<file path="config.mk">
export PLATFORM = sky130hd
export DESIGN_NAME = tdc_seq
export DESIGN_NICKNAME = d
export VERILOG_FILES = /design/src/rtl/tdc_pkg.sv /design/src/rtl/tdc_maxlen.sv /design/src/rtl/tdc_desc_check.sv /design/src/rtl/tdc_seq.sv
export SDC_FILE = /design/constraint.sdc
export NUM_CORES = 1
export LEC_CHECK = 0
export ABC_AREA = 1
export BUFFER_PORTS_ARGS = -buffer_cell sky130_fd_sc_hd__buf_2
export CORE_MARGIN = 2
export CORE_UTILIZATION = 51
export DETAILED_ROUTE_END_ITERATION = 12
export PLACE_DENSITY = 0.78
export SYNTH_ARGS = -nofsm -noshare
export SYNTH_HDL_FRONTEND = slang
export SYNTH_SLANG_ARGS = --single-unit
</file>
<file path="constraint.sdc">
create_clock -name clk -period 5.76 [get_ports clk]
set_clock_uncertainty 0.15 [all_clocks]
set_input_delay 0.576 -clock clk [delete_from_list [all_inputs] [get_ports clk]]
set_output_delay 0.576 -clock clk [all_outputs]
set_load 0.03 [all_outputs]
</file>
<file path="src/rtl/tdc_pkg.sv">
package tdc_pkg;
    localparam int MAX_GROUPS = 3;
    localparam int CNT_W      = 3;

    typedef enum logic [2:0] {
        ST_IDLE,
        ST_RD_G1,
        ST_RD_G2,
        ST_RD_G3,
        ST_SHIFT,
        ST_CAPTURE,
        ST_DONE,
        ST_ERR
    } tdc_state_e;
endpackage

</file>
<file path="src/rtl/tdc_maxlen.sv">
module tdc_maxlen #(
    parameter int NUM_CORES = 4,
    parameter int LEN_W     = 8
) (
    input  logic [NUM_CORES-1:0]       mask,
    input  logic [NUM_CORES*LEN_W-1:0] lens,
    output logic [LEN_W-1:0]           max_len
);
    logic [LEN_W-1:0] best;

    always_comb begin
        best = '0;
        for (int i = 0; i < NUM_CORES; i++) begin
            if (mask[i] && lens[i*LEN_W +: LEN_W] > best)
                best = lens[i*LEN_W +: LEN_W];
        end
        // a zero length still gives one shift cycle
        max_len = (best == '0) ? LEN_W'(1) : best;
    end
endmodule

</file>
<file path="src/rtl/tdc_desc_check.sv">
module tdc_desc_check #(
    parameter int NUM_CORES = 4
) (
    input  logic [tdc_pkg::CNT_W-1:0] count,
    input  logic [NUM_CORES-1:0]      grp_a,
    input  logic [NUM_CORES-1:0]      grp_b,
    input  logic [NUM_CORES-1:0]      grp_c,
    output logic                      bad
);
    logic bad_count, bad_a, bad_b, bad_c;

    always_comb begin
        bad_count = (count == '0) || (count > tdc_pkg::CNT_W'(tdc_pkg::MAX_GROUPS));
        bad_a     = (grp_a == '0);
        bad_b     = (count >= 3'd2) && ((grp_b == '0) || ((grp_a & grp_b) != '0));
        bad_c     = (count == 3'd3) && ((grp_c == '0) || ((grp_b & grp_c) != '0));
        bad       = bad_count || bad_a || bad_b || bad_c;
    end
endmodule

</file>
<file path="src/rtl/tdc_seq.sv">
module tdc_seq #(
    parameter int NUM_CORES = 4,
    parameter int CHAN_W    = 8,
    parameter int LEN_W     = 8,
    parameter int Q_W       = 4
) (
    input  logic                       clk,
    input  logic                       rst_n,
    input  logic                       more_cubes,
    input  logic [CHAN_W-1:0]          chan,
    input  logic [NUM_CORES*LEN_W-1:0] cfg_scan_len,
    input  logic [Q_W-1:0]             cfg_q,
    output logic [NUM_CORES-1:0]       dec_load_en,
    output logic [NUM_CORES-1:0]       scan_shift_en,
    output logic [NUM_CORES-1:0]       capture,
    output logic                       busy,
    output logic                       done,
    output logic                       desc_err
);
    import tdc_pkg::*;

    localparam int GRP_W = 2;

    tdc_state_e             state_q, state_d;
    logic [CNT_W-1:0]       cnt_q, cnt_d;
    logic [NUM_CORES-1:0]   mem_q [MAX_GROUPS];
    logic [NUM_CORES-1:0]   mem_d [MAX_GROUPS];
    logic [GRP_W-1:0]       grp_q, grp_d;
    logic [LEN_W-1:0]       rem_q, rem_d;

    logic [NUM_CORES-1:0]   chan_mem, mem_cur, mem_next, len_mask;
    logic [LEN_W-1:0]       start_len, q_ext;
    logic                   desc_bad, in_window;

    assign chan_mem = chan[NUM_CORES-1:0];
    assign q_ext    = LEN_W'(cfg_q);

    always_comb begin
        mem_cur  = '0;
        mem_next = '0;
        unique case (grp_q)
            2'd0: begin mem_cur = mem_q[0]; mem_next = mem_q[1]; end
            2'd1: begin mem_cur = mem_q[1]; mem_next = mem_q[2]; end
            2'd2: begin mem_cur = mem_q[2]; mem_next = '0;       end
            default: ;
        endcase
    end

    assign len_mask  = (state_q == ST_CAPTURE) ? mem_next : mem_q[0];
    assign in_window = (rem_q <= q_ext);

    tdc_maxlen #(.NUM_CORES(NUM_CORES), .LEN_W(LEN_W)) u_maxlen (
        .mask    (len_mask),
        .lens    (cfg_scan_len),
        .max_len (start_len)
    );

    tdc_desc_check #(.NUM_CORES(NUM_CORES)) u_check (
        .count (cnt_q),
        .grp_a (mem_q[0]),
        .grp_b (mem_q[1]),
        .grp_c (chan_mem),
        .bad   (desc_bad)
    );

    // next state
    always_comb begin
        state_d = state_q;
        cnt_d   = cnt_q;
        mem_d   = mem_q;
        grp_d   = grp_q;
        rem_d   = rem_q;
        unique case (state_q)
            ST_IDLE: if (more_cubes) begin
                cnt_d   = chan[CNT_W-1:0];
                state_d = ST_RD_G1;
            end
            ST_RD_G1: begin
                mem_d[0] = chan_mem;
                state_d  = ST_RD_G2;
            end
            ST_RD_G2: begin
                mem_d[1] = (cnt_q >= 3'd2) ? chan_mem : '0;
                state_d  = ST_RD_G3;
            end
            ST_RD_G3: begin
                mem_d[2] = (cnt_q == 3'd3) ? chan_mem : '0;
                if (desc_bad) begin
                    state_d = ST_ERR;
                end else begin
                    grp_d   = '0;
                    rem_d   = start_len;
                    state_d = ST_SHIFT;
                end
            end
            ST_SHIFT: begin
                if (rem_q == LEN_W'(1)) state_d = ST_CAPTURE;
                else                    rem_d   = rem_q - LEN_W'(1);
            end
            ST_CAPTURE: begin
                if (mem_next != '0) begin
                    grp_d   = grp_q + GRP_W'(1);
                    rem_d   = start_len;
                    state_d = ST_SHIFT;
                end else begin
                    state_d = ST_DONE;
                end
            end
            ST_DONE: state_d = ST_IDLE;
            ST_ERR:  state_d = ST_IDLE;
            default: state_d = ST_IDLE;
        endcase
    end

    // state register
    always_ff @(posedge clk or negedge rst_n) begin
        if (!rst_n) begin
            state_q <= ST_IDLE;
            cnt_q   <= '0;
            grp_q   <= '0;
            rem_q   <= '0;
            for (int g = 0; g < MAX_GROUPS; g++) mem_q[g] <= '0;
        end else begin
            state_q <= state_d;
            cnt_q   <= cnt_d;
            grp_q   <= grp_d;
            rem_q   <= rem_d;
            for (int g = 0; g < MAX_GROUPS; g++) mem_q[g] <= mem_d[g];
        end
    end

    // outputs
    always_comb begin
        dec_load_en   = '0;
        scan_shift_en = '0;
        capture       = '0;
        busy          = 1'b0;
        done          = 1'b0;
        desc_err      = 1'b0;
        unique case (state_q)
            ST_IDLE: ;
            ST_RD_G1, ST_RD_G2, ST_RD_G3: busy = 1'b1;
            ST_SHIFT: begin
                busy          = 1'b1;
                scan_shift_en = mem_cur;
                dec_load_en   = mem_cur | (in_window ? mem_next : '0);
            end
            ST_CAPTURE: begin
                busy    = 1'b1;
                capture = mem_cur;
            end
            ST_DONE: done     = 1'b1;
            ST_ERR:  desc_err = 1'b1;
            default: ;
        endcase
    end

    // assertions
    assert_parse_quiet_R3: assert property (@(posedge clk) disable iff (!rst_n)
        (state_q inside {ST_RD_G1, ST_RD_G2, ST_RD_G3}) |->
            (dec_load_en == '0 && scan_shift_en == '0 && capture == '0));

    assert_shift_loaded_R4: assert property (@(posedge clk) disable iff (!rst_n)
        (scan_shift_en & ~dec_load_en) == '0);

    assert_preload_no_shift_R5: assert property (@(posedge clk) disable iff (!rst_n)
        (state_q == ST_SHIFT) |-> ((mem_next & scan_shift_en) == '0));

    assert_capture_alone_R6: assert property (@(posedge clk) disable iff (!rst_n)
        (capture != '0) |-> (dec_load_en == '0 && scan_shift_en == '0));

    assert_capture_one_cycle_R6: assert property (@(posedge clk) disable iff (!rst_n)
        (capture != '0) |=> (capture == '0));

    assert_done_pulse_R7: assert property (@(posedge clk) disable iff (!rst_n)
        done |=> (!done && !busy));

    assert_err_quiet_R8: assert property (@(posedge clk) disable iff (!rst_n)
        desc_err |=> (!busy && scan_shift_en == '0 && dec_load_en == '0));

    assert_err_after_parse_R8: assert property (@(posedge clk) disable iff (!rst_n)
        $rose(desc_err) |-> ($past(state_q) == ST_RD_G3));
endmodule

</file>
* Word-level counts from Yosys, hierarchy flattened
Index checks and enable logic that the tools add are counted.
W data, S select, Z words.
** Cells by class
- Add/sub/neg operators :: 2
- Div/mod/pow operators :: 0
- Bitwise operators :: 3
- Eq/ne operators :: 16
- Shifts and indexed selects :: 0
- Order comparisons :: 7
- Reductions and logical operators :: 30
- Multiplexer cells :: 29
- $mul :: 0
** Operators by type and width (count)
- $mux W8 :: 8
- $mux W4 :: 7
- $gt A8 B8 Y1 :: 3
- $pmux W8 S3 :: 1
- $pmux W3 S7 :: 1
- $eq A3 B3 Y1 const B :: 4
- $logic_not A4 Y1 :: 3
- $pmux W4 S3 :: 1
- $reduce_bool A4 Y1 :: 3
- $eq A3 B2 Y1 const B :: 3
- $and A4 B4 Y4 :: 2
- $eq A8 B1 Y1 const B :: 1
- $gt A8 B1 Y1 const B :: 1
- $le A8 B4 Y1 :: 1
- $logic_not A8 Y1 :: 1
- $mux W2 :: 4
- $ne A2 B2 Y1 const B :: 4
- $pmux W4 S2 :: 1
- $sub A8 B1 Y8 const B :: 1
- $logic_and A1 B1 Y1 :: 6
- $logic_not A3 Y1 :: 2
- $logic_or A1 B1 Y1 :: 6
- $mux W3 :: 2
- $reduce_or A5 Y1 :: 1
- 17 further kinds :: 20
** Word-level totals
- Output and inout bits :: 15
- Word-level logic and storage cells :: 94
- Bits of input ports :: 47
- Memories :: 0
- Latch bits :: 0
- Memory bits (writable) :: 0
- Bits in read-only memories :: 0
- Register bits after elaboration :: 28

* Logic depth before layout (Yosys ltp)
Gate-level depths: netlist of run 1.
- Depth in word-level cells :: 18
- Gate-level depth with buffers :: 46
- Mapped depth without buffers :: 44

* Cells and area by module
A second synthesis of run 1 with hierarchy kept.
** Unflattened totals
- Cells, all modules :: 514
- Area total of the unflattened synthesis :: 3210.6 um^2
** By module, submodules not included
- tdc_seq :: cells an instance 291, seq. area each 700.7 um^2, area an instance 1895.6 um^2, instances 1
- tdc_maxlen :: cells an instance 188, seq. area each 0.0 um^2, area an instance 1174.9 um^2, instances 1
- tdc_desc_check :: cells an instance 35, seq. area each 0.0 um^2, area an instance 140.1 um^2, instances 1

* Least setup slack after synthesis of run 1
No wires, ideal clock.
- Path kind :: reg2reg
- From :: reg grp_q[0]
- To :: reg rem_q[3]
- Required time :: 5.471 ns
- Library setup time :: 0.139 ns
- Clock period less this slack :: 5.617 ns
- Buffers on the path :: 2
- Stages on the path, launching flop included :: 39
- Setup slack :: 0.143 ns
- Arrival time :: 5.328 ns
- Cell sequence :: dfrtp_1 -> inv_1 -> ha_1 -> nand2_1 -> nand2_1 -> inv_1 -> nand2_2 -> nand3_1 -> inv_1 -> nand2_1 -> ha_1 -> nand2_1 -> nor2_1 -> and2_1 -> nor2_4 -> nand2_4 -> buf_2 -> o21ai_0 -> (+3 left out) -> a221oi_1 -> nand2_4 -> nand2_8 -> nand2_2 -> and2_1 -> ha_1 -> nand2_1 -> inv_1 -> nand3_1 -> nor2_1 -> a211oi_1 -> nand2_1 -> buf_4 -> or2_2 -> nand2_1 -> nand2_1 -> o311ai_0 -> o21ai_0
** On the way
- Cells in the longest elaborated chain, start to end :: 18
- Elaborated cells on any way between the ends :: 23
- Classes of those cells :: 3 x order compare; 2 x eq/ne; 10 x mux; 8 x reduce/logical
** Ends and longest elaborated chain
- start, declared :: RTL line tdc_seq.sv:28 : logic [GRP_W-1:0] grp_q, grp_d;
- start signal, assigned :: RTL line tdc_seq.sv:126 : grp_q <= grp_d;
- $eq A2 B1 Y1 or $logic_not A2 Y1 (tied branches) :: RTL line tdc_seq.sv:41 : unique case (grp_q)
- $pmux W4 S2 * :: RTL line tdc_seq.sv:41
- $mux W4 :: RTL line tdc_seq.sv:49 : assign len_mask = (state_q == ST_CAPTURE) ? mem_next : mem_q[0];
- $logic_and A1 B1 Y1 :: RTL line tdc_maxlen.sv:14 : if (mask[i] && lens[i*LEN_W +: LEN_W] > best)
- $mux W8 :: RTL line tdc_maxlen.sv:14
- $gt A8 B8 Y1 :: RTL line tdc_maxlen.sv:14
- $logic_and A1 B1 Y1 :: RTL line tdc_maxlen.sv:14
- $mux W8 :: RTL line tdc_maxlen.sv:14
- (+2 left out)
- $mux W8 :: RTL line tdc_maxlen.sv:14
- $gt A8 B8 Y1 :: RTL line tdc_maxlen.sv:14
- $logic_and A1 B1 Y1 :: RTL line tdc_maxlen.sv:14
- $mux W8 :: RTL line tdc_maxlen.sv:14
- $logic_not A8 Y1 :: RTL line tdc_maxlen.sv:18 : max_len = (best == '0) ? LEN_W'(1) : best;
- $mux W8 :: RTL line tdc_maxlen.sv:18
- $mux W8 (on tied branches) :: RTL line tdc_seq.sv:101, tdc_seq.sv:88
- $pmux W8 S3 :: RTL line tdc_seq.sv:73 : unique case (state_q)
- end signal, assigned :: RTL line tdc_seq.sv:127 : rem_q <= rem_d;
- end, declared :: RTL line tdc_seq.sv:29 : logic [LEN_W-1:0] rem_q, rem_d;
Mark *: on every way between the ends. The rest lies on a longest branch, timed or not. The select of a mux whose other input is x is not followed.
A chain may end at the register's enable or synchronous reset.

* Worst setup path in the final report of run 1
- From :: reg grp_q[1]
- To :: reg rem_q[6]
The elaborated chain is that of the path after synthesis.

==> results of run 1 <==
==> critical path, delay by kind of cell (launching register included) <==
| kind | cells | cell delay [ps] |
|---|---|---|
| AOI/OAI and AO/OA | 6 | 1280 |
| DFF | 1 | 400 |
| and+or+nand+nor | 20 | 2040 |
| buffers and inverters | 10 | 1080 |
| adders and majority gates | 4 | 860 |
==> cell families after synthesis <==
group	Yosys count	share of synthesized area
buf+inv	76	0.0994
flops	28	0.232
simple gates	218	0.357
compound gates	83	0.167
fa+ha+maj	33	0.137
xor+xnor	3	0.00870
==> cell type report <==
type / count / area share
inverter: 71 / 0.0618
clock buffer: 4 / 0.0122
multi-input combinational: 339 / 0.565
timing repair buffer: 126 / 0.185
tap: 75 / 0.0208
sequential: 28 / 0.155
antenna: 1 / 0.000554
==> worst paths after layout <==
path | endpoint | slack, ps | depth (start not counted)
hold reg to reg | mem_q[10] | 360 | 2
hold / removal | rem_q[5] | 150 | 1
setup reg to reg | rem_q[6] | -180 | 40
min in group clk | mem_q[10] | 360 | 2
max in group asynchronous | grp_q[0] | 4860 | 1
setup / recovery | rem_q[6] | -180 | 40
==> flip-flops by register name, indices dropped and copies added, names as in the netlist <==
register / flops
rem_q: 8
mem_q: 12
cnt_q: 3
grp_q: 2
state_q: 3
==> what timing repair did <==
action | CTS | global route
setup endpoints to repair | 8 | 8
setup buffers | 4 | 12
pin swaps | 6 | 46
hold endpoints to repair | 0 | 0
hold buffers | 0 | 0
gates resized for setup | 22 | 100
cloned | 2 | 0
==> per-layer routing <==
layer,part of all wire,global-route usage,vias up
met2,0.49,0.495,225
met1,0.37,0.326,1754
met5,0,0,-
met3,0.071,0.0422,62
met4,0.066,0.0847,0
li1,-,-,1729
==> placed cells by master, fill, tap and decap left out, drive strengths merged, types with 2 or more instances in the layout <==
cell and n:
nand4 7, nor2 36, nor3 3, ha 33, nor4 4, and2 7, nand2 118, buf 126
dfrtp 28, a221oi 2, o31ai 2, a21oi 18, inv 69, o311ai 2, o221ai 4, o22ai 7
or2 8, o21ai 37, clkbuf 4, clkinv 2, o21bai 2, xor2 3, a21o 2, nand3 35
o211ai 3
==> report_power, final <==
group	switching (mW)	internal (mW)	leakage, nW
logic	1.37	1.08	1.92
registers	0.0742	0.284	0.357
clock network	0.0649	0.0614	0.0288
==> stage by stage <==
| stage | total power, mW | utilization | setup TNS, ps | instances |
|---|---|---|---|---|
| 5_1_grt | 3.15 | 0.777 | -2160 | 644 |
| 3_3_place_gp | 2.00 | 0.648 | -1020 | 621 |
| 2_1_floorplan | 1.46 | - | 0 | 441 |
| 4_1_cts | 2.32 | 0.676 | 0 | 631 |
| 6_report | 2.94 | 0.777 | -627 | 644 |
| 3_5_place_dp | 2.08 | 0.648 | -1770 | 621 |
==> metrics, run 1 <==
clock slew at reported path FFs=roughly 100 ps; VDD IR max=~380 uV; Die Span X=slightly above 80 um; DR WL/cell=16.8 um; # clock sinks=28; starting density of the core=0.520; leakage=between 2 and 2.5 nW; critical setup path kind=reg -> reg; CTS tree=done; share of the synthesized area in the top cell type=0.232; reg2reg start=grp_q[1]; status=finished with violations; min cycle time layout=between 5000 and 6000 ps; post-synthesis register bit count=28; H-tree depth=1; Critical Path AT=a little under 6000 ps; critical path's largest stage delay=around 400 ps; fmax=between 0.15 and 0.2 GHz; Port-buffer cells=57; fraction of synthesis flops using an asynchronous set or reset pin=1.00; Mapped Cells=441; die area=0.00656 sq mm; P&R area growth vs syn=49.5%; Tcrit/Tclk final=1.03; Synthesis Warnings=0; die height=just over 80 um; fin area=~0.0045 sq mm; pre-CTS setup slack=-303 ps; required time worst endpoint=5790 ps; Vias/cell=slightly below 6; Vias=around 3800; Main synth FF type=dfrtp_1; Worst Hold Slack=approximately 150 ps; drt first-iter violations=around 270; layout cell share with drive strength beyond 1=0.431; syn nets=521; Layout fillers=around 370; mapped cell area=just over 0.003 sq mm; crit path max fanout=7; # DRC=0; Slew HR=0.412; register area=702 sq um; largest net degree at the start of global routing=29; Detailed Routing Iterations Pass 1=7; critical path's slowest cell=dfrtp_1; Final nets=between 600 and 700; most common cell in the netlist=nand2_1; CTS Buf Count=3; IO Pins=62; vias in the first global route=about 3200; clk_lat worst skew=around 280 ps; MaxCap Viol Count=0; DP HPWL=6.75 mm; gpl congestion=around 1; post-route setup slack=-181 ps; RSZ-0062 raised after global routing=yes; count of final hold-check violations=0; GRT overflow=0; area of the multi-input gates=between 0.002 and 0.003 sq mm; Slew @ Worst Pin=875 ps; Yosys top cell by area=dfrtp_1; crit start category=flip-flop; placed inst area=0.00377 sq mm; Synth area leaders=dfrtp_1, ha_1, nand2_1; post-route ant nets=0; CP Launch Point=grp_q[1]; WL final=~11 mm; CTS Buffer Depth=2; register area share after synthesis=0.232; root buf cell=clkbuf_8; power per cell area=651 mW/mm^2; Setup Viol. Count Final=7; max-slew violations=0; failing checks=negative setup slack; first-pass GRT wire length=14.1 mm; cell row count=28; commonest cells in the netlist=nand2_1, inv_1, nor2_1; area of the core=0.00582 sq mm; synthesized area per cell=about 6.9 sq um; CP endpoint kind=flip-flop; number of enable flip-flop cells after synthesis=0; initial antenna violation count=1; Hold Crit Class=in -> async; global-route total usage across every layer=0.271; Yosys cell types=45
Power figures use the tool's default switching activity.
==> inputs of run 2 (changes only) <==
CORE_MARGIN = 8   (was 2)
GPL_ROUTABILITY_DRIVEN = 0   (was unset)
==> metrics, run 2 (synthesized netlist as in run 1, its figures left out) <==
min cycle time layout=between 5000 and 6000 ps; n_diodes=0; cell row count=28; count of final hold-check violations=0; starting density of the core=0.520; Tcrit/Tclk final=1.01; Clk network pwr share=0.057; area of the core=0.00582 sq mm; Sw Pwr=~1.5 mW; CP endpoint kind=flip-flop; drt first-iter violations=between 300 and 400; leakage=about 2.2 nW; worst path bufs/invs=8; P&R area growth vs syn=41.7%; Cells after DPL=about 610; Port-buffer cells=57; max-slew violations=0; Slew HR=0.412; most frequent cells in the layout=nand2_1, inv_1, buf_2, buf_4, nand2_2; fmax=about 0.17 GHz; layout cell share with drive strength beyond 1=0.405; CTS tree=done; placed inst area=about 0.0037 sq mm; # clock sinks=28; Hold Crit Class=in -> async; Biggest register=mem_q; crit path max fanout=8; critical path's slowest cell=dfrtp_2; die area=approximately 0.0086 sq mm; Die Span X=slightly above 90 um; clk_lat worst skew=approximately 280 ps; GRT overflow=0; reg2reg start=grp_q[0]; vias in the first global route=about 3200; required time worst endpoint=5840 ps; fin area=0.00428 sq mm; post-route ant nets=0; H-tree depth=1; DP HPWL=7.01 mm; post-route setup slack=-45.2 ps; Setup Viol. Count Final=2; Critical Path AT=about 5900 ps; internal power=between 1 and 1.5 mW; reg-to-reg endpoint=rem_q[0]; IO Pins=62; Layout fillers=420; largest net degree at the start of global routing=29; # DRC=0; max FFs per register=12; die height=between 90 and 100 um; global-route total usage across every layer=0.197; Slew @ Worst Pin=876 ps; MaxCap Viol Count=0; pre-CTS setup slack=-232 ps; failing checks=negative setup slack; crit start category=flip-flop; VDD IR max=between 300 and 400 uV; R2R Setup Slk=-50 ps; switch share=0.524; power per cell area=~660 mW/mm^2; Detailed Routing Iterations Pass 1=6; Vias/cell=slightly above 6; initial antenna violation count=0; Seq pwr share=0.127; DR WL/cell=between 15 and 20 um; Top Family by Delay on Critical Path=simple AND/OR/NAND/NOR gates; CTS Buf Count=3; clock slew at reported path FFs=approximately 100 ps; post-route insts no fill=between 600 and 700; root buf cell=clkbuf_8; CTS Buffer Depth=2; most common cell after layout, fill and taps aside=nand2_1; WL final=11.5 mm; hold buffers post-CTS=0; FF-to-FF path depth=between 40 and 50; combinational share of power=0.816; top flop regs=mem_q x12, rem_q x8; Final nets=about 630; Util after Layout=0.736; critical setup path kind=reg -> reg; status=finished with violations; Vias=~3800; critical path's largest stage delay=~450 ps; first-pass GRT wire length=between 10 and 15 mm; CP most frequent cell=nand2_1
==> run 2: worst max-delay path by stage <==
stage | start | endpoint | slack, ps | cells after the start
finish | grp_q[0] | rem_q[0] | -50 | 42
global route | grp_q[0] | rem_q[0] | -240 | 42
CTS | grp_q[1] | rem_q[2] | 20 | 38
detailed placement | cfg_scan_len[1] | rem_q[3] | -230 | 37
global placement | cfg_scan_len[1] | rem_q[2] | -170 | 37
floorplan | grp_q[0] | rem_q[3] | 140 | 38
==> run 2: layout make-up <==
cell class | instances | area [sq um] | share of cell area
multi-input combinational | 339 | 2440 | 0.570
sequential | 28 | 702 | 0.164
timing repair buffer | 109 | 694 | 0.162
inverter | 71 | 279 | 0.0652
tap | 75 | 93.8 | 0.0219
clock buffer | 3 | 41.3 | 0.00964
clock inverter | 1 | 30.0 | 0.00701
==> run 2: worst reg2reg max path, delay by kind of cell, from the launching register on <==
kind | cells | cell delay (ps)
compound gates | 4 | 640
fa+ha+maj | 4 | 800
buf+inv | 8 | 960
flops | 1 | 450
simple gates | 26 | 2730
==> run 2: routing by layer <==
| layer | vias to the layer above | GRT usage | share of wire |
|---|---|---|---|
| met5 | - | 0 | 0 |
| met4 | 0 | 0.0617 | 0.063 |
| met3 | 95 | 0.0345 | 0.077 |
| met2 | 272 | 0.343 | 0.50 |
| met1 | 1773 | 0.241 | 0.37 |
| li1 | 1689 | - | - |
==> run 2: power groups by stage <==
stage               clock network (mW)  registers [mW]  logic (mW)
global route                     0.169           0.365        2.46
detailed placement                   0           0.353        1.65
floorplan                            0           0.341        1.12
CTS                              0.158           0.349        1.70
global placement                     0           0.347        1.59
finish                           0.159           0.357        2.29
==> run 2: repair_timing <==
action | 4_1_cts | 5_1_grt
pin swaps | 4 | 37
hold endpoints to repair | 0 | 0
gates cloned | 1 | 1
endpoints found under the setup margin | 7 | 8
setup buffers | 1 | 12
gates resized for setup | 7 | 98
==> run 2: metrics by stage <==
step           TNS, ps  hold slack (ps)  power, mW
2_1_floorplan        0              130       1.46
3_3_place_gp      -793              318       1.94
3_5_place_dp     -1230              331       2.01
4_1_cts              0              174       2.20
5_1_grt          -1190              190       2.99
6_report         -48.9              147       2.81
